==> config.mk <==
export PLATFORM = sky130hd
export DESIGN_NAME = ide_pio_timer
export DESIGN_NICKNAME = d
export VERILOG_FILES = /design/src/rtl/ide_pio_pkg.sv /design/src/rtl/ide_pio_regs.sv /design/src/rtl/ide_pio_decode.sv /design/src/rtl/ide_pio_seq.sv /design/src/rtl/ide_pio_timer.sv
export SDC_FILE = /design/constraint.sdc
export NUM_CORES = 1
export LEC_CHECK = 0
export ABC_AREA = 1
export ABC_CLOCK_PERIOD_IN_PS = 3950
export CAP_MARGIN = 20
export CORE_MARGIN = 2
export CORE_UTILIZATION = 49
export CTS_BUF_LIST = sky130_fd_sc_hd__clkbuf_8 sky130_fd_sc_hd__clkbuf_16
export CTS_CLUSTER_DIAMETER = 50
export DETAILED_ROUTE_END_ITERATION = 12
export GPL_TIMING_DRIVEN = 0
export PLACE_DENSITY = 0.77
export REMOVE_ABC_BUFFERS = 1
export SLEW_MARGIN = 20
export SYNTH_ARGS = -nofsm -noshare
export SYNTH_HDL_FRONTEND = slang
export SYNTH_HIERARCHICAL = 1
export SYNTH_SLANG_ARGS = --single-unit
==> constraint.sdc <==
create_clock -name clk -period 3.95 [get_ports clk]
set_clock_uncertainty 0.1 [all_clocks]
set_input_delay 0.9875 -clock clk [delete_from_list [all_inputs] [get_ports clk]]
set_output_delay 0.9875 -clock clk [all_outputs]
set_load 0.02 [all_outputs]
==> src/rtl/ide_pio_pkg.sv <==
package ide_pio_pkg;
  localparam int MAX_PHASE_CLKS = 17;
  localparam int CNT_W          = $clog2(MAX_PHASE_CLKS + 1);
  localparam int NUM_REGS       = 8;
  localparam int RI_W           = $clog2(NUM_REGS);
  localparam int NUM_DRIVES     = 4;
  localparam int DRV_W          = $clog2(NUM_DRIVES);

  localparam logic [RI_W-1:0] RI_SET0  = 3'd0;
  localparam logic [RI_W-1:0] RI_TIM0  = 3'd1;
  localparam logic [RI_W-1:0] RI_SET1  = 3'd2;
  localparam logic [RI_W-1:0] RI_TIM1  = 3'd3;
  localparam logic [RI_W-1:0] RI_SET23 = 3'd4;
  localparam logic [RI_W-1:0] RI_TIM23 = 3'd5;
  localparam logic [RI_W-1:0] RI_CTRL  = 3'd6;
  localparam logic [RI_W-1:0] RI_CMDT  = 3'd7;

  localparam logic [CNT_W-1:0] SLOW_SETUP = CNT_W'(5);
  localparam logic [CNT_W-1:0] SLOW_ACT   = CNT_W'(16);
  localparam logic [CNT_W-1:0] SLOW_REC   = CNT_W'(16);

  typedef enum logic [1:0] {
    PH_IDLE, PH_SETUP, PH_ACTIVE, PH_RECOV
  } phase_t;

  typedef struct packed {
    logic [CNT_W-1:0] setup;
    logic [CNT_W-1:0] active;
    logic [CNT_W-1:0] recov;
  } phase_counts_t;
endpackage

==> src/rtl/ide_pio_regs.sv <==
module ide_pio_regs
  import ide_pio_pkg::*;
(
  input  logic            clk,
  input  logic            rst_n,
  input  logic            we,
  input  logic [RI_W-1:0] addr,
  input  logic [7:0]      wdata,
  output logic [7:0]      rdata,
  input  logic [DRV_W-1:0] drive,
  output logic [7:0]      set_byte,
  output logic [7:0]      tim_byte,
  output logic [7:0]      cmd_byte,
  output logic [NUM_DRIVES-1:0] pf_dis
);
  function automatic logic [7:0] reset_value(int idx);
    case (idx)
      int'(RI_SET23): return 8'h0C;
      int'(RI_CTRL):  return 8'hC0;
      default:        return 8'h00;
    endcase
  endfunction

  logic [7:0] reg_q [NUM_REGS];

  for (genvar gi = 0; gi < NUM_REGS; gi++) begin : g_reg
    logic hit;
    assign hit = we && (addr == RI_W'(gi));
    always_ff @(posedge clk or negedge rst_n) begin
      if (!rst_n) begin
        reg_q[gi] <= reset_value(gi);
      end else if (hit) begin
        reg_q[gi] <= wdata;
      end
    end
  end

  assign rdata    = reg_q[addr];
  assign cmd_byte = reg_q[RI_CMDT];

  always_comb begin
    case (drive)
      2'd0:    begin set_byte = reg_q[RI_SET0];  tim_byte = reg_q[RI_TIM0];  end
      2'd1:    begin set_byte = reg_q[RI_SET1];  tim_byte = reg_q[RI_TIM1];  end
      default: begin set_byte = reg_q[RI_SET23]; tim_byte = reg_q[RI_TIM23]; end
    endcase
  end

  assign pf_dis = {reg_q[RI_SET23][3], reg_q[RI_SET23][2],
                   reg_q[RI_CTRL][7],  reg_q[RI_CTRL][6]};

  // prefetch vector tracks the register bits one clock after a write
  assert_pf_follow_R8: assert property (@(posedge clk) disable iff (!rst_n)
    (we && addr == RI_CTRL) |=> (pf_dis[1:0] == $past({wdata[7], wdata[6]})));
endmodule

==> src/rtl/ide_pio_decode.sv <==
module ide_pio_decode
  import ide_pio_pkg::*;
(
  input  logic [7:0]    set_byte,
  input  logic [7:0]    tim_byte,
  input  logic [7:0]    cmd_byte,
  input  logic          cmdblk,
  input  logic [1:0]    rev,
  output phase_counts_t counts
);
  logic [CNT_W-1:0] setup_c, act_raw, act_c, rec_raw, rec_c;
  logic             rev_long;

  always_comb begin
    case (set_byte[7:6])
      2'b00:   setup_c = CNT_W'(4);
      2'b10:   setup_c = CNT_W'(3);
      2'b01:   setup_c = CNT_W'(2);
      default: setup_c = CNT_W'(5);
    endcase
  end

  assign act_raw  = (tim_byte[7:4] == 4'd0) ? CNT_W'(16) : CNT_W'(tim_byte[7:4]);
  assign act_c    = (act_raw == CNT_W'(1)) ? CNT_W'(2) : act_raw;
  assign rec_raw  = (tim_byte[3:0] == 4'd0) ? CNT_W'(16) : CNT_W'(tim_byte[3:0]);
  assign rec_c    = ((rec_raw == CNT_W'(1)) && (act_c > CNT_W'(3))) ? CNT_W'(2) : rec_raw;
  assign rev_long = (rev > 2'd1);

  always_comb begin
    if (cmdblk && (cmd_byte == 8'd0)) begin
      counts.setup  = SLOW_SETUP;
      counts.active = SLOW_ACT;
      counts.recov  = SLOW_REC + CNT_W'(rev_long);
    end else begin
      counts.setup  = setup_c;
      counts.active = act_c;
      counts.recov  = rec_c + CNT_W'(rev_long);
    end
  end
endmodule

==> src/rtl/ide_pio_seq.sv <==
module ide_pio_seq
  import ide_pio_pkg::*;
#(
  parameter int DATA_W = 16,
  parameter int ADDR_W = 3
) (
  input  logic              clk,
  input  logic              rst_n,
  input  logic              req,
  input  logic              req_write,
  input  logic              req_cmdblk,
  input  logic [ADDR_W-1:0] req_addr,
  input  logic [DATA_W-1:0] req_wdata,
  input  phase_counts_t     counts,
  input  logic [DATA_W-1:0] dd_i,
  output logic              rd_n,
  output logic              wr_n,
  output logic [ADDR_W-1:0] addr_o,
  output logic              cmdblk_o,
  output logic [DATA_W-1:0] dd_o,
  output logic              dd_oe,
  output logic [DATA_W-1:0] rdata,
  output logic              busy,
  output logic              ready
);
  phase_t           st_q, st_d;
  logic [CNT_W-1:0] cnt_q, cnt_d;
  logic [CNT_W-1:0] act_q, rec_q;
  logic             wr_q, accept, capture;
  logic             rd_n_d, wr_n_d, oe_d, ready_d;

  always_comb begin
    st_d   = st_q;
    cnt_d  = cnt_q;
    accept = 1'b0;
    case (st_q)
      PH_IDLE: begin
        if (req) begin
          accept = 1'b1;
          st_d   = PH_SETUP;
          cnt_d  = counts.setup - CNT_W'(1);
        end
      end
      PH_SETUP: begin
        if (cnt_q == '0) begin
          st_d  = PH_ACTIVE;
          cnt_d = act_q - CNT_W'(1);
        end else begin
          cnt_d = cnt_q - CNT_W'(1);
        end
      end
      PH_ACTIVE: begin
        if (cnt_q == '0) begin
          st_d  = PH_RECOV;
          cnt_d = rec_q - CNT_W'(1);
        end else begin
          cnt_d = cnt_q - CNT_W'(1);
        end
      end
      default: begin
        if (cnt_q == '0) begin
          st_d = PH_IDLE;
        end else begin
          cnt_d = cnt_q - CNT_W'(1);
        end
      end
    endcase
  end

  assign rd_n_d  = !((st_d == PH_ACTIVE) && !wr_q);
  assign wr_n_d  = !((st_d == PH_ACTIVE) && wr_q);
  assign oe_d    = (st_d != PH_IDLE) && (accept ? req_write : wr_q);
  assign ready_d = (st_q == PH_RECOV) && (cnt_q == '0);
  assign capture = (st_q == PH_ACTIVE) && (cnt_q == '0) && !wr_q;

  always_ff @(posedge clk or negedge rst_n) begin
    if (!rst_n) begin
      st_q     <= PH_IDLE;
      cnt_q    <= '0;
      act_q    <= '0;
      rec_q    <= '0;
      wr_q     <= 1'b0;
      addr_o   <= '0;
      cmdblk_o <= 1'b0;
      dd_o     <= '0;
      dd_oe    <= 1'b0;
      rd_n     <= 1'b1;
      wr_n     <= 1'b1;
      ready    <= 1'b0;
      rdata    <= '0;
    end else begin
      st_q  <= st_d;
      cnt_q <= cnt_d;
      rd_n  <= rd_n_d;
      wr_n  <= wr_n_d;
      dd_oe <= oe_d;
      ready <= ready_d;
      if (accept) begin
        act_q    <= counts.active;
        rec_q    <= counts.recov;
        wr_q     <= req_write;
        addr_o   <= req_addr;
        cmdblk_o <= req_cmdblk;
        dd_o     <= req_wdata;
      end
      if (capture) begin
        rdata <= dd_i;
      end
    end
  end

  assign busy = (st_q != PH_IDLE);

  // read and write strobes never low together, and only during a transfer
  assert_strobe_excl_R11: assert property (@(posedge clk) disable iff (!rst_n)
    !(!rd_n && !wr_n));
  assert_strobe_busy_R11: assert property (@(posedge clk) disable iff (!rst_n)
    (!rd_n || !wr_n) |-> busy);
  // an active phase is never shorter than two clocks
  assert_act_min_R4: assert property (@(posedge clk) disable iff (!rst_n)
    $fell(rd_n && wr_n) |=> !(rd_n && wr_n));
  // ready is a single-clock pulse seen in idle
  assert_ready_pulse_R10: assert property (@(posedge clk) disable iff (!rst_n)
    ready |=> !ready);
  assert_ready_idle_R10: assert property (@(posedge clk) disable iff (!rst_n)
    ready |-> !busy);
  // the bus address holds for the whole transfer
  assert_addr_hold_R10: assert property (@(posedge clk) disable iff (!rst_n)
    (busy && $past(busy)) |-> $stable(addr_o));
endmodule

==> src/rtl/ide_pio_timer.sv <==
module ide_pio_timer
  import ide_pio_pkg::*;
#(
  parameter int DATA_W = 16,
  parameter int ADDR_W = 3
) (
  input  logic              clk,
  input  logic              rst_n,
  input  logic              cfg_we,
  input  logic [2:0]        cfg_addr,
  input  logic [7:0]        cfg_wdata,
  output logic [7:0]        cfg_rdata,
  input  logic [1:0]        chip_rev,
  input  logic              req,
  input  logic [1:0]        req_drive,
  input  logic              req_write,
  input  logic              req_cmdblk,
  input  logic [ADDR_W-1:0] req_addr,
  input  logic [DATA_W-1:0] req_wdata,
  output logic              ready,
  output logic              busy,
  output logic [DATA_W-1:0] rdata,
  output logic [ADDR_W-1:0] ide_addr,
  output logic              ide_cmdblk,
  output logic              ide_rd_n,
  output logic              ide_wr_n,
  output logic [DATA_W-1:0] ide_dd_o,
  output logic              ide_dd_oe,
  input  logic [DATA_W-1:0] ide_dd_i,
  output logic [3:0]        pf_dis
);
  logic [1:0]    rst_sync_q;
  logic          rst_int_n;
  logic [7:0]    set_byte, tim_byte, cmd_byte;
  phase_counts_t counts;

  always_ff @(posedge clk or negedge rst_n) begin
    if (!rst_n) begin
      rst_sync_q <= 2'b00;
    end else begin
      rst_sync_q <= {rst_sync_q[0], 1'b1};
    end
  end
  assign rst_int_n = rst_sync_q[1];

  ide_pio_regs u_regs (
    .clk      (clk),
    .rst_n    (rst_int_n),
    .we       (cfg_we),
    .addr     (cfg_addr),
    .wdata    (cfg_wdata),
    .rdata    (cfg_rdata),
    .drive    (req_drive),
    .set_byte (set_byte),
    .tim_byte (tim_byte),
    .cmd_byte (cmd_byte),
    .pf_dis   (pf_dis)
  );

  ide_pio_decode u_decode (
    .set_byte (set_byte),
    .tim_byte (tim_byte),
    .cmd_byte (cmd_byte),
    .cmdblk   (req_cmdblk),
    .rev      (chip_rev),
    .counts   (counts)
  );

  ide_pio_seq #(.DATA_W(DATA_W), .ADDR_W(ADDR_W)) u_seq (
    .clk        (clk),
    .rst_n      (rst_int_n),
    .req        (req),
    .req_write  (req_write),
    .req_cmdblk (req_cmdblk),
    .req_addr   (req_addr),
    .req_wdata  (req_wdata),
    .counts     (counts),
    .dd_i       (ide_dd_i),
    .rd_n       (ide_rd_n),
    .wr_n       (ide_wr_n),
    .addr_o     (ide_addr),
    .cmdblk_o   (ide_cmdblk),
    .dd_o       (ide_dd_o),
    .dd_oe      (ide_dd_oe),
    .rdata      (rdata),
    .busy       (busy),
    .ready      (ready)
  );
endmodule

==> out/results.tsv <==
metric	value	unit
largest net degree at the start of global routing	53	
P_sw	1.96	mW
DR iter-0 viols	496	
Die Height	119	µm
core area	0.0131	mm²
CTS Buf Count	17	
CTS tree	built	
slowest cell on the critical path	dlygate4sd2_1	
area grow syn2layout	26.4	%
worst min path class	flip-flop to flip-flop	
Longest Clk Path Bufs	2	
Post-Syn Area per Cell	7.36	µm²
placer congestion estimate	0.855	
Worst-Margin Slew	736	ps
Bufs and invs on worst path	3	
Internal Pwr Total	3.55	mW
Max Freq	261	MHz
most frequent cells in the layout	392 x nand2_1, 117 x dfrtp_1, 104 x clkdlybuf4s50_1	
Clk pwr share	0.302	
largest fanout on the critical path	11	
combinational power share	0.346	
H-tree level count	4	
routed vias/inst	5.01	
RSZ-0062 raised after global routing	no	
initial antenna violation count	0	
GRT overflow	0	
power density over cell area	668	mW/mm²
CTS sink count	124	
CP required	2860	ps
share of power burned in registers	0.351	
Startpoint Class	input port	
Root Driver	clkbuf_16	
Slew HR	0.509	
highest routed layer	met4	
run status	complete, no violations	
Initial Util	0.496	
DP Wirelength	10.6	mm
WL final	16.2	mm
commonest non-fill, non-tap cell in the layout	nand2_1	
Worst Path Arrival	2750	ps
critical path, cell by cell	dlygate4sd2_1 > inv_1 > nand2_1 > nand2_1 > clkdlybuf4s50_1	
Hold WS	251	ps
met2 wire length	7.59	mm
switch share	0.355	
Total GRT Usage	0.238	
layout cells sized above 1	0.0724	
Tmin final	3840	ps
# nets final	1031	
drt first pass iters	5	
P_leak	4.18	nW
Die ar.	0.0142	mm²
Largest stage delay, worst path	590	ps
Final period util	0.972	
Vias	5786	
critical path capture point type	primary output	
Post-Synthesis Cells	886	
global-route wire length before repair	26.8	mm
Post-CTS Hold Buffers	0	
Ys Warns	6	
Final Max Slew Viols	0	
CP top delay family	buffers and inverters	
most frequent CP cell	nand2_1	
vias in the first global route	5411	
Final ANT Viol Nets	0	
endpoints failing hold	0	
Max Cap Viol	0	
die width	119	µm
Antenna diodes	0	
floorplan row count	42	
PortBufs	107	
Post-route DRC	0	
Mapped Area	0.00652	mm²
met1 wire length	7.28	mm
worst vdd ir	545	µV
crit path kind	input port to primary output	
Clock Latency Late Sink	420	ps
Core Util, Final	0.627	
routed wl met3	1.01	mm
WL/cell	14.0	µm
clk slew on worst S/H paths	60	ps
final setup violation count	0	
I/O pin count	109	
==> final cells by class <==
cell class                      instances  area [µm²]
Clock buffer                           18         439
Fill cell                            1135        4890
Sequential cell                       124        3110
Multi-Input combinational cell        622        2770
Timing Repair Buffer                  111        1150
Inverter                               91         357
Clock inverter                         14         195
Tap cell                              176         220
==> what timing repair did <==
| action | in CTS | in global routing |
|---|---|---|
| endpoints found under the setup margin | 8 | 3 |
| resized for setup | 6 | 3 |
| buffers inserted | 0 | 0 |
==> power by group through the flow <==
stage          logic [mW]  registers [mW]  clock network [mW]
2_1_floorplan       0.916            2.15                   0
3_3_place_gp         1.82            1.95                   0
3_5_place_dp         1.89            1.94                   0
4_1_cts              1.91            1.93                1.69
5_1_grt              2.12            1.99                1.74
6_report             1.91            1.93                1.66
==> layer usage <==
layer / up-vias / track usage
li1: 2892 / -
met1: 2671 / 0.330
met2: 190 / 0.367
met3: 33 / 0.0498
met4: 0 / 0.0934
met5: - / 0
==> flip-flops by register name, indices dropped and copies added (netlist names), 4 cells and up <==
register / count
u_regs/reg_q: 52
u_seq/rdata: 16
u_regs/pf_dis: 4
u_seq/dd_o: 16
u_seq/cnt_q: 5
u_seq/act_q: 5
u_regs/cmd_byte: 8
u_seq/rec_q: 5
==> through the flow <==
step	setup TNS, ps	cells	setup slack, ps	total power, mW	area, µm²
after floorplan	0	837	150	3.06	6220
after CTS	0	1155	94.2	5.53	8220
final	0	1156	112	5.50	8240
after global routing	0	1156	13.9	5.85	8240
after detailed placement	-4340	1123	-571	3.83	7580
after global placement	-167160	1120	-1350	3.77	7510
==> worst paths after layout <==
path                                  startpoint            endpoint  slack (ps)  cells past startpoint
max in group asynchronous          rst_sync_q[1]          u_seq/rd_n        2730                      1
worst min-delay path               rst_sync_q[0]       rst_sync_q[1]         250                      0
worst max register to register  u_regs/reg_q[22]      u_seq/rec_q[2]        1720                     11
min in group asynchronous          rst_sync_q[1]  u_regs/cmd_byte[0]         290                      0
worst max-delay path                 cfg_addr[2]        cfg_rdata[1]         110                      5
worst min register to register     rst_sync_q[0]       rst_sync_q[1]         250                      0
==> worst reg2reg max path, stage by stage, from the launching register on <==
cell     delay (ps)
dfrtp_1         400
a22oi_1         220
nand2_1         120
nor2_1          210
o21ai_0         180
a31oi_1         190
ha_1            190
ha_1            180
xnor2_1         130
nor2_1           70
nand2_1          60
o21ai_0          70
Note: power is estimated with default switching activity, not from simulation.
